**config.mk**
```make
export PLATFORM = sky130hd
export DESIGN_NAME = pipe_eu
export DESIGN_NICKNAME = d
export VERILOG_FILES = /design/src/rtl/pipe_eu_pkg.sv /design/src/rtl/eu_dispatch.sv /design/src/rtl/eu_occupancy.sv /design/src/rtl/eu_shift_pipe.sv /design/src/rtl/pipe_eu.sv
export SDC_FILE = /design/constraint.sdc
export NUM_CORES = 1
export LEC_CHECK = 0
export ABC_AREA = 0
export BUFFER_PORTS_ARGS = -buffer_cell sky130_fd_sc_hd__clkbuf_2
export CAP_MARGIN = 30
export CORE_MARGIN = 2
export CORE_UTILIZATION = 58
export DETAILED_ROUTE_END_ITERATION = 8
export PLACE_DENSITY = 0.88
export SLEW_MARGIN = 30
export SYNTH_ARGS = -nofsm -noshare
export SYNTH_HDL_FRONTEND = slang
export SYNTH_SLANG_ARGS = --single-unit
```
**constraint.sdc**
```tcl
create_clock -name clk -period 2.7 [get_ports clk]
set_input_delay 0.135 -clock clk [delete_from_list [all_inputs] [get_ports clk]]
set_output_delay 0.135 -clock clk [all_outputs]
set_load 0.1 [all_outputs]
```
**src/rtl/pipe_eu_pkg.sv**
```systemverilog
package pipe_eu_pkg;

  // A latency/interval pair is legal when the entry stage exists.
  function automatic logic interval_fits(int unsigned lat, int unsigned ii,
                                         int unsigned depth);
    return (ii <= lat) && ((lat - ii) < depth);
  endfunction

  // Stage where a released token is placed.
  function automatic int unsigned entry_stage(int unsigned lat, int unsigned ii);
    return lat - ii;
  endfunction

endpackage

```
**src/rtl/eu_dispatch.sv**
```systemverilog
module eu_dispatch #(
  parameter int LAT_W  = 3,
  parameter int II_W   = 3,
  parameter int DATA_W = 8
) (
  input  logic              clk,
  input  logic              rst_n,
  input  logic              hold,
  input  logic              load,
  input  logic [LAT_W-1:0]  load_lat,
  input  logic [II_W-1:0]   load_ii,
  input  logic [DATA_W-1:0] load_data,
  output logic              busy,
  output logic              release_now,
  output logic [II_W-1:0]   delay,
  output logic [LAT_W-1:0]  slot_lat,
  output logic [II_W-1:0]   slot_ii,
  output logic [DATA_W-1:0] slot_data
);

  assign release_now = busy && (delay == '0) && !hold;

  always_ff @(posedge clk) begin
    if (!rst_n) begin
      busy      <= 1'b0;
      delay     <= '0;
      slot_lat  <= '0;
      slot_ii   <= '0;
      slot_data <= '0;
    end else if (!hold) begin
      if (release_now) begin
        busy <= 1'b0;
      end else if (busy) begin
        delay <= delay - 1'b1;
      end
      if (load) begin
        busy      <= 1'b1;
        delay     <= load_ii;
        slot_lat  <= load_lat;
        slot_ii   <= load_ii;
        slot_data <= load_data;
      end
    end
  end

endmodule

```
**src/rtl/eu_occupancy.sv**
```systemverilog
module eu_occupancy #(
  parameter int LAT_W = 3,
  localparam int OCC_W = 1 << LAT_W
) (
  input  logic             clk,
  input  logic             rst_n,
  input  logic             hold,
  input  logic             mark,
  input  logic [LAT_W-1:0] mark_lat,
  output logic [OCC_W-1:0] occ,
  output logic [OCC_W-1:0] occ_ahead
);

  // View of the vector one cycle later, used for the exit-clash test.
  assign occ_ahead = occ >> 1;

  always_ff @(posedge clk) begin
    if (!rst_n) begin
      occ <= '0;
    end else if (!hold) begin
      occ <= occ_ahead | (mark ? (OCC_W'(1) << mark_lat) : '0);
    end
  end

endmodule

```
**src/rtl/eu_shift_pipe.sv**
```systemverilog
module eu_shift_pipe #(
  parameter int DEPTH  = 4,
  parameter int DATA_W = 8,
  localparam int SW    = (DEPTH > 1) ? $clog2(DEPTH) : 1
) (
  input  logic              clk,
  input  logic              rst_n,
  input  logic              hold,
  input  logic              inj_en,
  input  logic [SW-1:0]     inj_stage,
  input  logic [DATA_W-1:0] inj_data,
  output logic [DEPTH-1:0]  stage_valid,
  output logic              head_valid,
  output logic [DATA_W-1:0] head_data
);

  logic [DATA_W-1:0] stage_data [DEPTH];

  assign head_valid = stage_valid[0];
  assign head_data  = stage_data[0];

  for (genvar s = 0; s < DEPTH; s++) begin : g_stage
    logic              up_valid;
    logic [DATA_W-1:0] up_data;
    logic              take_new;

    if (s + 1 < DEPTH) begin : g_mid
      assign up_valid = stage_valid[s+1];
      assign up_data  = stage_data[s+1];
    end else begin : g_top
      assign up_valid = 1'b0;
      assign up_data  = '0;
    end

    assign take_new = inj_en && (int'(inj_stage) == s);

    always_ff @(posedge clk) begin
      if (!rst_n) begin
        stage_valid[s] <= 1'b0;
        stage_data[s]  <= '0;
      end else if (!hold) begin
        stage_valid[s] <= take_new ? 1'b1 : up_valid;
        stage_data[s]  <= take_new ? inj_data : up_data;
      end
    end
  end

endmodule

```
**src/rtl/pipe_eu.sv**
```systemverilog
module pipe_eu #(
  parameter int DEPTH  = 4,
  parameter int LAT_W  = 3,
  parameter int II_W   = 3,
  parameter int DATA_W = 8,
  localparam int OCC_W = 1 << LAT_W,
  localparam int SW    = (DEPTH > 1) ? $clog2(DEPTH) : 1
) (
  input  logic              clk,
  input  logic              rst_n,
  input  logic              issue_valid,
  input  logic [LAT_W-1:0]  issue_lat,
  input  logic [II_W-1:0]   issue_ii,
  input  logic [DATA_W-1:0] issue_data,
  output logic              issue_ready,
  output logic              issue_err,
  output logic              res_valid,
  output logic [DATA_W-1:0] res_data,
  input  logic              res_full
);
  import pipe_eu_pkg::*;

  // Named internal events
  logic              stall;
  logic              range_ok;
  logic              exit_clash;
  logic              accept;
  logic              disp_busy;
  logic              inj_fire;
  logic [II_W-1:0]   disp_delay;
  logic [LAT_W-1:0]  disp_lat;
  logic [II_W-1:0]   disp_ii;
  logic [DATA_W-1:0] disp_data;
  logic [SW-1:0]     inj_stage;
  logic [OCC_W-1:0]  occ_vec;
  logic [OCC_W-1:0]  occ_ahead;
  logic [DEPTH-1:0]  stage_valid;
  logic              head_valid;
  logic [DATA_W-1:0] head_data;

  assign stall       = head_valid && res_full;
  assign range_ok    = interval_fits(int'(issue_lat), int'(issue_ii), DEPTH);
  assign exit_clash  = occ_ahead[issue_lat];
  assign issue_ready = !stall && !disp_busy && !exit_clash && range_ok;
  assign issue_err   = issue_valid && !range_ok;
  assign accept      = issue_valid && issue_ready;
  assign inj_stage   = SW'(entry_stage(int'(disp_lat), int'(disp_ii)));
  assign res_valid   = head_valid;
  assign res_data    = head_data;

  eu_dispatch #(.LAT_W(LAT_W), .II_W(II_W), .DATA_W(DATA_W)) disp_u (
    .clk(clk), .rst_n(rst_n), .hold(stall),
    .load(accept), .load_lat(issue_lat), .load_ii(issue_ii), .load_data(issue_data),
    .busy(disp_busy), .release_now(inj_fire), .delay(disp_delay),
    .slot_lat(disp_lat), .slot_ii(disp_ii), .slot_data(disp_data)
  );

  eu_occupancy #(.LAT_W(LAT_W)) occ_u (
    .clk(clk), .rst_n(rst_n), .hold(stall),
    .mark(accept), .mark_lat(issue_lat),
    .occ(occ_vec), .occ_ahead(occ_ahead)
  );

  eu_shift_pipe #(.DEPTH(DEPTH), .DATA_W(DATA_W)) pipe_u (
    .clk(clk), .rst_n(rst_n), .hold(stall),
    .inj_en(inj_fire), .inj_stage(inj_stage), .inj_data(disp_data),
    .stage_valid(stage_valid), .head_valid(head_valid), .head_data(head_data)
  );

  // Stage just above the injection point, for the collision check.
  logic [DEPTH:0] valid_ext;
  logic           above_inj;
  assign valid_ext = {1'b0, stage_valid};
  assign above_inj = valid_ext[int'(inj_stage) + 1];

  assert_no_collision_R5: assert property (@(posedge clk) disable iff (!rst_n)
    inj_fire |-> !above_inj);

  assert_hold_result_R6: assert property (@(posedge clk) disable iff (!rst_n)
    (res_valid && res_full) |=> (res_valid && $stable(res_data)));

  assert_freeze_occ_R6: assert property (@(posedge clk) disable iff (!rst_n)
    stall |=> $stable(occ_vec));

  assert_load_slot_R4: assert property (@(posedge clk) disable iff (!rst_n)
    accept |=> (disp_busy && disp_delay == $past(issue_ii)));

  assert_countdown_R4: assert property (@(posedge clk) disable iff (!rst_n)
    (disp_busy && disp_delay != '0 && !stall) |=>
      (disp_busy && disp_delay == $past(disp_delay) - 1'b1));

  assert_reject_bad_R3: assert property (@(posedge clk) disable iff (!rst_n)
    (issue_err && !disp_busy) |=> !disp_busy);

endmodule

```
==> out/qor.csv <==
stage,metric,value,unit
power,sequential_cell_fraction_of_total_power,46.7,%
placed_design,place_hpwl,3.82,mm
worst_setup_path,cp-start-kind,input pin,
die,floorplan.initialDensity,59.8,%
die,top_level_ports,29,
clock_network,clk_root_buffer_cell,sky130_fd_sc_hd__clkbuf_8,
clock_network,cts.path.max_buffers,2,
min_path,hold_path.class,in -> reg,
global_routing,grt_pass1_wl,9.18,mm
clock_network,tritoncts.num_buffers,9,
synth,syn-instance-count,260,
clock_network,postCtsHoldBufs,0,
power,design_power_total,2.12,mW
synth,synth_area_leaders,"sky130_fd_sc_hd__edfxtp_1, sky130_fd_sc_hd__dfxtp_1, sky130_fd_sc_hd__mux2i_1",
detailed_routing,routed_via_density,5.87,
detailed_routing,first_pass_drt_iterations,4,
detailed_routing,route.vias.total,2043,
global_routing,total_grt_overflow,0,
synth,synth.largest_area_cell,sky130_fd_sc_hd__edfxtp_1,
final_layout,finalInstanceArea,3200,µm²
sta,clock.fmax,0.404,GHz
sta,final_max_slew_viols,0,
die,coreArea,4690,µm²
synth,ys.warnings.count,0,
synth,yosysTopAreaCellShare,34.3,%
synth,ys_types,45,
final_layout,layout-drive-gt1-share,19.0,%
synth,synth_seq_cells,59,
flow_run,drv_cap,0,
global_routing,first_global_vias,1940,
synth,synth_flop_cell,sky130_fd_sc_hd__edfxtp_1,
worst_setup_path,critical_path_required,2570,ps
power,clock_power_share,40.6,%
power,netSwitchingFraction,26.3,%
clock_network,clk_pin_slew,70,ps
detailed_routing,drt-initial-drc-count,127,
synth,synth_fp_nets,285,
final_layout,finalNetCount,314,
global_routing,grt_usage,23.1,%
synth,synth-async-reset-ratio,0,%
placed_design,gp_routability_congestion,0.880,
power,power.leakage,1.42,nW
sta,max-slew-margin-rel,53.0,%
placed_design,buffer_ports.inserted,28,
global_routing,grt_antenna_before_repair,0,
sta,setup_total_negative_slack,0,ps
sta,max_slew.worst_pin.slew,704,ps
synth,syn-cell-area,2800,µm²
detailed_routing,avgRoutedWirePerCell,16.4,µm
outcome,status,"complete, no violations",
power,comb_power_share,12.7,%
sta,period_minus_ws_final,2480,ps
power,net-switching-power,0.557,mW
worst_setup_path,critical_path_peak_fanout,10,
clock_network,cts_num_sinks,59,
synth,synth_area_per_cell,10.8,µm²
sta,setup_violations,0,
sta,timing.final.crit_share,91.7,%
detailed_routing,final_antenna_net_count,0,
detailed_routing,wirelength,5.72,mm
sta,rsz_0062_raised_after_global_routing,false,
synth,seq_area_frac_synth,53.5,%
synth,synth_enable_flop_cells,32,
clock_network,cts_repair_resize_count,0,
die,die-width,73.5,µm
worst_setup_path,crit_path_end_kind,output port,
die,placement_rows,25,
power,vdd_drop_max,0.442,mV
power,power.density,662,nW/µm²
global_routing,grt_max_degree,33,
final_layout,antenna_cells,0,
sta,finalClockSkew,7.51,ps
sta,report.final.hold_viol_count,0,
die,fp.dieH,73.5,µm
clock_network,worst_skew_pair.late_latency,340,ps
clock_network,htree_levels,3,
die,die_area,5410,µm²
clock_network,post_cts_buffers,0,
worst_setup_path,setup.worst_path.class,in -> out,
worst_setup_path,arrival,2340,ps
final_layout,flow.area_growth_from_synthesis,14.2,%
placed_design,postPlaceCellArea,2990,µm²
clock_network,tritoncts_clock_tree,built,
final_layout,final_util,68.2,%
detailed_routing,drc,0,
power,p_int,1.56,mW
final_layout,layout.filler_cells,345,
==> critical path: stages <==
cell	delay, ps
sky130_fd_sc_hd__clkbuf_2	180
sky130_fd_sc_hd__ha_1	380
sky130_fd_sc_hd__a21o_1	200
sky130_fd_sc_hd__fa_1	440
sky130_fd_sc_hd__a211oi_2	330
sky130_fd_sc_hd__o211ai_4	150
sky130_fd_sc_hd__inv_2	150
sky130_fd_sc_hd__buf_4	190
sky130_fd_sc_hd__buf_12	180
==> final cells by class <==
class / instances / area [µm²] / share of cell area (%)
sequential: 59 / 1500 / 46.9
multi-input combinational: 173 / 1180 / 36.9
timing repair buffer: 34 / 200 / 6.25
clock buffer: 10 / 128 / 3.99
clock inverter: 6 / 80.1 / 2.50
tap: 54 / 67.6 / 2.11
inverter: 12 / 45.0 / 1.41
==> cells by family after synthesis <==
kind of cell | count (synthesis) | synth area share (%)
xor gates and xnor gates | 3 | 0.937
AOI/OAI and AO/OA | 47 | 11.1
muxes | 35 | 12.7
DFF | 59 | 53.5
and+or+nand+nor | 81 | 13.9
buffers and inverters | 28 | 4.37
adders and majority gates | 7 | 3.39
==> power by group through the flow <==
stage               clock network (mW)  logic [mW]  registers [mW]
global route                     0.903       0.289           0.993
CTS                              0.864       0.267           0.990
floorplan                            0       0.158            1.05
global placement                     0       0.256            1.01
detailed placement                   0       0.264            1.01
finish                           0.861       0.268           0.990
==> flip-flops by register name, summed over array words and instances (netlist names) <==
register and count:
pipe_u.stage_data 32, pipe_u.g_stage.up_valid 3, disp_u.slot_ii 2, disp_u.busy 1, disp_u.slot_data 8, disp_u.slot_lat 2
occ_u.occ 7, disp_u.delay 3, pipe_u.head_valid 1
==> per-stage QoR <==
step                setup WS [ps]  std cells  hold WS, ps
detailed placement            251        332          379
CTS                           262        348         13.6
global placement              314        332          376
global route                  129        348         13.6
floorplan                    77.3        260          283
finish                        225        348         17.6
==> cell usage after synthesis (all sizes together) (3+ instances only) <==
cell,n
nor2,31
dfxtp,27
nand3,18
and2,9
nor3,4
a21oi,16
edfxtp,32
mux2i,33
xnor2,3
inv,12
o32ai,3
clkbuf,8
buf,8
o21ai,16
ha,6
nand2,7
==> cells in the final DEF, fill, tap and decap left out, types with 9 or more instances in the layout <==
| master | Yosys | layout |
|---|---|---|
| sky130_fd_sc_hd__clkbuf_8 | 0 | 9 |
| sky130_fd_sc_hd__dfxtp_1 | 27 | 27 |
| sky130_fd_sc_hd__and2_1 | 9 | 9 |
| sky130_fd_sc_hd__inv_1 | 11 | 11 |
| sky130_fd_sc_hd__clkbuf_2 | 0 | 27 |
| sky130_fd_sc_hd__nand3_1 | 18 | 18 |
| sky130_fd_sc_hd__nor2_1 | 31 | 31 |
| sky130_fd_sc_hd__o21ai_0 | 15 | 15 |
| sky130_fd_sc_hd__a21oi_1 | 15 | 15 |
| sky130_fd_sc_hd__mux2i_1 | 33 | 33 |
| sky130_fd_sc_hd__edfxtp_1 | 32 | 32 |
==> final timing paths <==
| check | end | slack (ps) | cells past startpoint | from |
|---|---|---|---|---|
| max | issue_ready | 220 | 9 | issue_lat[1] |
| min | disp_u.slot_data[1]$_SDFFE_PN0P_ | 20 | 3 | issue_data[1] |
| min reg2reg | disp_u.slot_ii[0]$_SDFFE_PN0P_ | 470 | 2 | disp_u.slot_ii[0]$_SDFFE_PN0P_ |
| max reg2reg | pipe_u.stage_data[2][5]$_SDFFCE_PN0P_ | 550 | 7 | disp_u.slot_lat[0]$_SDFFE_PN0P_ |
==> layer usage <==
| metal | global-route usage [%] | routed length, µm | up-vias |
|---|---|---|---|
| li1 | - | - | 994 |
| met1 | 29.0 | 2400 | 980 |
| met2 | 37.4 | 2930 | 64 |
| met3 | 7.00 | 323 | 5 |
| met4 | 9.29 | 61 | 0 |
| met5 | 0 | 0 | - |
Note: power is estimated with default switching activity, not from simulation.
